**src/rtl/pw_hs_pkg.sv**
```systemverilog
package pw_hs_pkg;
  typedef enum logic [1:0] {
    PW_IDLE = 2'd0,
    PW_REQ  = 2'd1,
    PW_CONN = 2'd2
  } pw_state_e;
endpackage

```
**src/rtl/pw_reply_match.sv**
```systemverilog
module pw_reply_match #(
  parameter int BID_W = 8,
  parameter int LBL_W = 20,
  parameter int SZ_W  = 12
) (
  input  logic             rep_valid,
  input  logic [BID_W-1:0] rep_bid,
  input  logic [LBL_W-1:0] rep_lbl,
  input  logic [SZ_W-1:0]  rep_size,
  input  logic [BID_W-1:0] cfg_bid,
  input  logic [LBL_W-1:0] cfg_lbl,
  input  logic [SZ_W-1:0]  cfg_size,
  output logic             hit
);
  localparam int NFLD = 3;
  localparam int TOT_W = BID_W + LBL_W + SZ_W;
  localparam int OFF1 = BID_W;
  localparam int OFF2 = BID_W + LBL_W;

  logic [TOT_W-1:0] rep_all, cfg_all;
  logic [NFLD-1:0]  fld_eq;

  assign rep_all = {rep_size, rep_lbl, rep_bid};
  assign cfg_all = {cfg_size, cfg_lbl, cfg_bid};

  // One comparator per echoed field; all must agree for a hit.
  generate
    for (genvar f = 0; f < NFLD; f++) begin : g_fld
      localparam int LO = (f == 0) ? 0 : ((f == 1) ? OFF1 : OFF2);
      localparam int HI = (f == 0) ? OFF1 - 1 : ((f == 1) ? OFF2 - 1 : TOT_W - 1);
      assign fld_eq[f] = (rep_all[HI:LO] == cfg_all[HI:LO]);
    end
  endgenerate

  assign hit = rep_valid && (&fld_eq);
endmodule

```
**src/rtl/pw_req_timer.sv**
```systemverilog
module pw_req_timer #(
  parameter int PERIOD_TICKS = 5
) (
  input  logic clk,
  input  logic rst_n,
  input  logic restart,
  input  logic run,
  input  logic tick,
  output logic req_strobe
);
  localparam int CNT_W = $clog2(PERIOD_TICKS + 1);
  localparam logic [CNT_W-1:0] LAST = CNT_W'(PERIOD_TICKS - 1);

  logic [CNT_W-1:0] cnt_q;
  logic             strobe_q;

  always_ff @(posedge clk) begin
    if (!rst_n) begin
      cnt_q    <= '0;
      strobe_q <= 1'b0;
    end else begin
      strobe_q <= 1'b0;
      if (restart) begin
        cnt_q    <= '0;
        strobe_q <= 1'b1;
      end else if (run && tick) begin
        if (cnt_q == LAST) begin
          cnt_q    <= '0;
          strobe_q <= 1'b1;
        end else begin
          cnt_q <= cnt_q + 1'b1;
        end
      end
    end
  end

  assign req_strobe = strobe_q;

  // a request only follows a restart or a counted tick
  a_r4_strobe_has_cause: assert property (@(posedge clk) disable iff (!rst_n)
    req_strobe |-> $past(restart || (run && tick)));
endmodule

```
**src/rtl/pw_conn_fsm.sv**
```systemverilog
module pw_conn_fsm
  import pw_hs_pkg::*;
(
  input  logic      clk,
  input  logic      rst_n,
  input  logic      en,
  input  logic      oam_en,
  input  logic      hit,
  input  logic      link_lost,
  output pw_state_e state_q,
  output logic      restart,
  output logic      run
);
  pw_state_e state_d;

  always_comb begin
    state_d = state_q;
    if (!en) begin
      state_d = PW_IDLE;
    end else if (!oam_en) begin
      state_d = PW_CONN;
    end else begin
      unique case (state_q)
        PW_IDLE: state_d = PW_REQ;
        PW_REQ:  state_d = (hit && !link_lost) ? PW_CONN : PW_REQ;
        PW_CONN: state_d = link_lost ? PW_REQ : PW_CONN;
        default: state_d = PW_IDLE;
      endcase
    end
  end

  assign restart = (state_d == PW_REQ) && ((state_q != PW_REQ) || link_lost);
  assign run     = (state_q == PW_REQ) && (state_d == PW_REQ);

  always_ff @(posedge clk) begin
    if (!rst_n) state_q <= PW_IDLE;
    else        state_q <= state_d;
  end

  // disabling always returns to idle
  a_r9_disable_idle: assert property (@(posedge clk) disable iff (!rst_n)
    !en |=> state_q == PW_IDLE);
  // a valid reply while requesting connects
  a_r5_hit_connects: assert property (@(posedge clk) disable iff (!rst_n)
    (state_q == PW_REQ && hit && !link_lost && en && oam_en) |=> state_q == PW_CONN);
endmodule

```
**src/rtl/pw_handshake_ctrl.sv**
```systemverilog
module pw_handshake_ctrl
  import pw_hs_pkg::*;
#(
  parameter int BID_W        = 8,
  parameter int LBL_W        = 20,
  parameter int SZ_W         = 12,
  parameter int PERIOD_TICKS = 5
) (
  input  logic             clk,
  input  logic             rst_n,
  input  logic             en,
  input  logic             oam_en,
  input  logic             tick,
  input  logic             link_lost,
  input  logic             rep_valid,
  output logic             rep_ready,
  input  logic [BID_W-1:0] rep_bid,
  input  logic [LBL_W-1:0] rep_lbl,
  input  logic [SZ_W-1:0]  rep_size,
  input  logic [BID_W-1:0] cfg_bid,
  input  logic [LBL_W-1:0] cfg_lbl,
  input  logic [SZ_W-1:0]  cfg_size,
  output logic             req_strobe,
  output logic             traffic_en,
  output logic [1:0]       state_o
);
  pw_state_e st;
  logic      hit, restart, run;

  pw_reply_match #(.BID_W(BID_W), .LBL_W(LBL_W), .SZ_W(SZ_W)) u_match (
    .rep_valid(rep_valid), .rep_bid(rep_bid), .rep_lbl(rep_lbl), .rep_size(rep_size),
    .cfg_bid(cfg_bid), .cfg_lbl(cfg_lbl), .cfg_size(cfg_size), .hit(hit)
  );

  pw_conn_fsm u_fsm (
    .clk(clk), .rst_n(rst_n), .en(en), .oam_en(oam_en), .hit(hit),
    .link_lost(link_lost), .state_q(st), .restart(restart), .run(run)
  );

  pw_req_timer #(.PERIOD_TICKS(PERIOD_TICKS)) u_timer (
    .clk(clk), .rst_n(rst_n), .restart(restart), .run(run), .tick(tick),
    .req_strobe(req_strobe)
  );

  assign rep_ready  = 1'b1;
  assign traffic_en = (st == PW_CONN);
  assign state_o    = st;

  // with checking on, the gate opens only on a matching reply
  a_r2_gate_needs_match: assert property (@(posedge clk) disable iff (!rst_n)
    ($rose(traffic_en) && $past(oam_en)) |->
      $past(rep_valid && rep_bid == cfg_bid && rep_lbl == cfg_lbl && rep_size == cfg_size));
  // no requests while the gate is open
  a_r5_quiet_when_open: assert property (@(posedge clk) disable iff (!rst_n)
    traffic_en |-> !req_strobe);
  // a loss while connected triggers a request
  a_r6_loss_requests: assert property (@(posedge clk) disable iff (!rst_n)
    (traffic_en && link_lost && oam_en && en) |=> (req_strobe && !traffic_en));
  // requests only when checking is on and the bundle enabled
  a_r8_no_req_without_oam: assert property (@(posedge clk) disable iff (!rst_n)
    req_strobe |-> $past(oam_en && en));
endmodule

```
**config.mk**
```make
export PLATFORM = sky130hd
export DESIGN_NAME = pw_handshake_ctrl
export DESIGN_NICKNAME = d
export VERILOG_FILES = /design/src/rtl/pw_hs_pkg.sv /design/src/rtl/pw_reply_match.sv /design/src/rtl/pw_req_timer.sv /design/src/rtl/pw_conn_fsm.sv /design/src/rtl/pw_handshake_ctrl.sv
export SDC_FILE = /design/constraint.sdc
export NUM_CORES = 1
export LEC_CHECK = 0
export CAP_MARGIN = 20
export CORE_MARGIN = 8
export CORE_UTILIZATION = 30
export CTS_BUF_LIST = sky130_fd_sc_hd__clkbuf_2
export CTS_CLUSTER_DIAMETER = 60
export DETAILED_ROUTE_END_ITERATION = 6
export PLACE_DENSITY = 0.91
export SLEW_MARGIN = 20
export SYNTH_ARGS = -nofsm -noshare
export SYNTH_HDL_FRONTEND = slang
export SYNTH_HIERARCHICAL = 1
export SYNTH_SLANG_ARGS = --single-unit
```
**constraint.sdc**
```tcl
create_clock -name clk -period 2.83 [get_ports clk]
set_input_delay 0.566 -clock clk [delete_from_list [all_inputs] [get_ports clk]]
set_output_delay 0.566 -clock clk [all_outputs]
set_load 0.05 [all_outputs]
```
# After elaboration in Yosys (flattened, before gate mapping)
# Cells that the tools add are included.
# word_totals
reg_bits,6
input_bits,87
# op_classes
n_addsub,1
n_eq_ne,8
mux,9
n_bitwise,1
n_reduce_logical,10
# op_table
operator,count
$eq A20 B20 Y1,1
$eq A12 B12 Y1,1
$eq A8 B8 Y1,1
$mux W2,4
$pmux W2 S3,1
$logic_and A1 B1 Y1,5
$eq A2 B1 Y1 const B,2
$add A3 B1 Y3 const B,1
$eq A3 B3 Y1 const B,1
$mux W1,3
$mux W3,1
$reduce_and A3 Y1,1
$eq A2 B2 Y1 const B,1
$logic_not A2 Y1,1
$ne A2 B1 Y1 const B,1
$reduce_or A2 Y1,1
$logic_not A1 Y1,1
$logic_or A1 B1 Y1,1
$not A1 Y1,1

# Depth between registers and ports, before layout
# depth
word_depth,13
mapped_depth,9
depth_no_buf,9

# Hierarchy
# The synthesis kept the hierarchy.
# modules_own_cells
module,instances,cells_each,area_each_um2,seq_area_each_um2
pw_reply_match,1,55,444.2,0.0
pw_req_timer,1,23,192.7,80.1
pw_conn_fsm,1,16,142.6,40.0
pw_handshake_ctrl,1,3,25.0,0.0

# Worst setup path before layout
# OpenSTA, ideal clock, no wires.
# synth_timing
kind,in2reg
startpoint,in cfg_lbl[17]
endpoint,reg u_timer.strobe_q (netlist: u_timer/req_strobe)
setup_ns,0.115
arrival_time_ns,1.949
required_time_ns,2.715
setup_slack_ns,0.766
cell_stages,9
cell_sequence,xor2_1 > nor4_1 > nand3_1 > nor4_2 > nor2b_1 > nor4b_1 > nand2_2 > nor2_1 > o21a_1
# synth_between
elab_chain_len,13
# synth_lines
element,line,source
start: declaration,pw_handshake_ctrl.sv:21,"input logic [LBL_W-1:0] cfg_lbl,"
$eq A20 B20 Y1,pw_reply_match.sv:31,assign fld_eq[f] = (rep_all[HI:LO] == cfg_all[HI:LO]);
$reduce_and A3 Y1,pw_reply_match.sv:35,assign hit = rep_valid && (&fld_eq);
$logic_and A1 B1 Y1,pw_reply_match.sv:35,
net hit,pw_handshake_ctrl.sv:28,"logic hit, restart, run;"
$logic_and A1 B1 Y1,pw_conn_fsm.sv:25,PW_REQ: state_d = (hit && !link_lost) ? PW_CONN : PW_REQ;
$mux W2,pw_conn_fsm.sv:25,
$pmux W2 S3,pw_conn_fsm.sv:23,unique case (state_q)
$mux W2,pw_conn_fsm.sv:20,end else if (!oam_en) begin
$mux W2,pw_conn_fsm.sv:18,if (!en) begin
$eq A2 B1 Y1,pw_conn_fsm.sv:33,assign run = (state_q == PW_REQ) && (state_d == PW_REQ);
$logic_and A1 B1 Y1,pw_conn_fsm.sv:33,
net run,pw_handshake_ctrl.sv:28,
$logic_and A1 B1 Y1,pw_req_timer.sv:26,end else if (run && tick) begin
$mux W1,pw_req_timer.sv:26,
$mux W1,pw_req_timer.sv:23,if (restart) begin
end signal: assignment,pw_req_timer.sv:22,strobe_q <= 1'b0;
end signal: assignment,pw_req_timer.sv:25,strobe_q <= 1'b1;
end signal: assignment,pw_req_timer.sv:29,strobe_q <= 1'b1;
end: declaration,pw_req_timer.sv:15,logic strobe_q;
# The timed path passes the listed nets, and every way through them passes these cells.
# A chain may end at the register's enable or synchronous reset.

# Worst setup path in the final report
# layout_timing
startpoint,in cfg_bid[3]
endpoint,reg u_timer.cnt_q[2]
# layout_between
elab_chain_len,11
# layout_lines
element,line,source
start: declaration,pw_handshake_ctrl.sv:20,"input logic [BID_W-1:0] cfg_bid,"
$eq A8 B8 Y1,pw_reply_match.sv:31,
$reduce_and A3 Y1,pw_reply_match.sv:35,
$logic_and A1 B1 Y1,pw_reply_match.sv:35,
net hit,pw_handshake_ctrl.sv:28,
$logic_and A1 B1 Y1,pw_conn_fsm.sv:25,
$mux W2,pw_conn_fsm.sv:25,
$pmux W2 S3,pw_conn_fsm.sv:23,
$mux W2,pw_conn_fsm.sv:20,
$mux W2,pw_conn_fsm.sv:18,
$eq A2 B1 Y1,pw_conn_fsm.sv:33,
$logic_and A1 B1 Y1,pw_conn_fsm.sv:33,
net run,pw_handshake_ctrl.sv:28,
$logic_and A1 B1 Y1,pw_req_timer.sv:26,
end signal: assignment,pw_req_timer.sv:31,cnt_q <= cnt_q + 1'b1;
end: declaration,pw_req_timer.sv:14,logic [CNT_W-1:0] cnt_q;
# The timed path passes the listed nets, and every way through them passes these cells.

==> flow_metrics.tcl <==
set metrics [dict create \
    async_flop_share_pct 0 \
    ys_seq_elements 6 \
    cp_max_fo 4 \
    hpwl_um 3170 \
    arrival_ps 2650 \
    ys_warn_count 6 \
    relSlewSlack_pct 52.5 \
    dpl_cell_area_um2 1740 \
    cp.required_ps 2930 \
    cts_root_buffer "clkbuf_2" \
    p_int_uw 255 \
    syn_inst 97 \
    viasPerCell 4.82 \
    synthTopCellsByArea "xor2_1 42%, dfxtp_1 15%, nor4_1 7.0%, a21oi_1 3.1%, ha_1 3.1%" \
    ios 92 \
    r2r.worst_path.cells 4 \
    top_usage_layer "met2" \
    rsz0062_at_grt "false" \
    status "complete, no violations" \
    irDropWorstVdd_uv 153 \
    skew_ps 0.117 \
    min_path_cells 2 \
    avgSynthCellArea_um2 8.29 \
    swShare_pct 28.5 \
    switchingPower_uw 102 \
    drc 0 \
    synthesis.nets 186 \
    antenna_found_initial 0 \
    synthFlopType "dfxtp_1" \
    r2r_start "u_fsm/state_q[0]$_SDFF_PN0_" \
    syn2layout_area_growth_pct 118 \
    total_leakage_power_nw 0.659 \
    synthTopCellsByCount "39 x xor2_1, 9 x nor4_1, 6 x dfxtp_1, 6 x nand2_1, 5 x a21oi_1" \
    drive_gt1_share_pct 4.23 \
    grt_pass1_wl_um 5180 \
    final_hold_viol_count 0 \
    min_to "u_timer/cnt_q[0]$_SDFFE_PP0P_" \
    timing.reg2reg.setup_slack_ps 1170 \
    synth-edff-count 0 \
    cts_resized 0 \
    met1_usage_pct 11.6 \
    final_max_slew_viol_count 0 \
    cts_buffers 3 \
    period_minus_slack_ps 2550 \
    worst_pin_slew_ps 702 \
    p_seq_share_pct 25.0 \
    comb_power_share_pct 57.7 \
    cp-startpoint "cfg_bid[3]" \
    overflow 0 \
    die_w_um 67.8 \
    max_freq_mhz 392 \
    final_core_util_pct 70.0 \
    gp_congestion 0.791 \
    rows 18 \
    core_um2 2500 \
    clk_latency_ps 210 \
    initial_utilization_pct 32.2 \
    setup_tns_ps 0 \
    nets 280 \
    min-delay-start "u_timer/cnt_q[0]$_SDFFE_PP0P_" \
    grt_use_total_pct 14.4 \
    cts_tree "built" \
    fin_area_um2 1750 \
    synthMostInstantiatedCell "xor2_1" \
    clockBufferDepth 2 \
    num_vias 1056 \
    grt_pass1_vias 1150 \
    synth_top_cell_by_area "xor2_1" \
    h-tree-depth 1 \
    drtAntennaViolNets 0 \
    totalWireLength_um 3420 \
    path_class "primary input to register" \
    reg2reg_to "u_timer/cnt_q[2]$_SDFFE_PP0P_" \
    cts.sinks 6 \
    met2_usage_pct 31.4 \
    finalCritPeriodShare_pct 90.0 \
    power_density_nw_per_um2 204 \
    setup_violations 0 \
    clkPwrFrac_pct 17.2 \
    use_met3_pct 5.13 \
    synth_area_um2 805 \
    maxCapViolCount 0 \
    netlist.area_leader.share_pct 42.5 \
    postCtsSetupBuffers 0 \
    first_pass_iters 5 \
    crit_path_start_kind "primary input" \
    synth.distinct_cells 30 \
    cp-end-kind "register" \
    avgRoutedWirePerCell_um 15.6 \
    die-area_um2 4590 \
    diodes 0 \
    cts.clk_slew.worst_paths_ps 70 \
    drtIter0Drc 22 \
    grt_max_degree 10 \
    hp-class "register to register" \
    seq_area_frac_synth_pct 14.9 \
    die_y_um 67.8 \
    io_buffers 90 \
    postCtsHoldBufs 0 \
]
-- power groups by stage --
| stage | sequential (mW) | clock, mW | combinational, mW |
|---|---|---|---|
| 2_1_floorplan | 0.0970 | 0 | 0.0565 |
| 3_3_place_gp | 0.0912 | 0 | 0.200 |
| 3_5_place_dp | 0.0913 | 0 | 0.207 |
| 4_1_cts | 0.0893 | 0.0616 | 0.208 |
| 5_1_grt | 0.0899 | 0.0677 | 0.219 |
| 6_report | 0.0893 | 0.0615 | 0.206 |
-- stage by stage --
step | setup slack, ps | hold slack (ps) | power (mW) | std cells
final | 282 | 482 | 0.357 | 219
after global routing | 115 | 519 | 0.377 | 219
after floorplan | 766 | 449 | 0.154 | 97
after CTS | 327 | 481 | 0.359 | 219
after global placement | 128 | 465 | 0.291 | 216
after detailed placement | 100 | 473 | 0.298 | 216
-- kinds of logic after synthesis --
group / Yosys count / synth area share [%]
AOI/OAI and AO/OA: 11 / 10.1
xor gates and xnor gates: 40 / 43.5
adders and majority gates: 2 / 3.11
buffers and inverters: 3 / 1.87
DFF: 6 / 14.9
other: 1 / 0.466
and+or+nand+nor: 34 / 26.0
-- worst max path at each step --
stage / to / slack, ps
2_1_floorplan: u_timer/req_strobe$_SDFF_PN0_ / 770
3_3_place_gp: u_timer/req_strobe$_SDFF_PN0_ / 130
3_5_place_dp: u_timer/cnt_q[2]$_SDFFE_PP0P_ / 100
4_1_cts: u_timer/cnt_q[2]$_SDFFE_PP0P_ / 330
5_1_grt: u_timer/cnt_q[2]$_SDFFE_PP0P_ / 110
6_report: u_timer/cnt_q[2]$_SDFFE_PP0P_ / 280
-- critical path, cell delays in order --
cell             delay (ps)
clkdlybuf4s50_1         480
xor2_1                  160
nor4_1                   80
nand3_1                 120
nor4_2                   60
nor2b_1                 130
nor4b_1                 620
nand2_2                 160
o21ai_1                 190
a21oi_1                  80
-- state kept, by name, indices dropped and copies added, names as in the netlist --
name and count:
u_timer/cnt_q 3, u_timer/req_strobe 1, u_fsm/state_q 2
-- per-layer routing --
metal	up-vias	wire, um
met5	-	0
met4	0	18
met3	2	385
met2	54	1980
met1	477	1040
li1	523	-
-- placed cells by master, fill, tap and decap left out, types with 2 or more instances in the layout --
master,instances
a21oi_1,5
nand4_1,3
nand2b_1,2
xor2_1,39
ha_1,2
clkbuf_2,3
nand3_1,2
nor2_1,2
clkdlybuf4s50_1,90
nand2_1,6
nor4_1,9
dfxtp_1,6
inv_1,2
-- cell type report --
type	count	area [um^2]
Clock buffer	3	15.0
Fill cell	199	749
Inverter	2	7.51
Multi-Input combinational cell	88	669
Sequential cell	6	120
Tap cell	30	37.5
Timing Repair Buffer	90	901
Power figures use the tool's default switching activity.
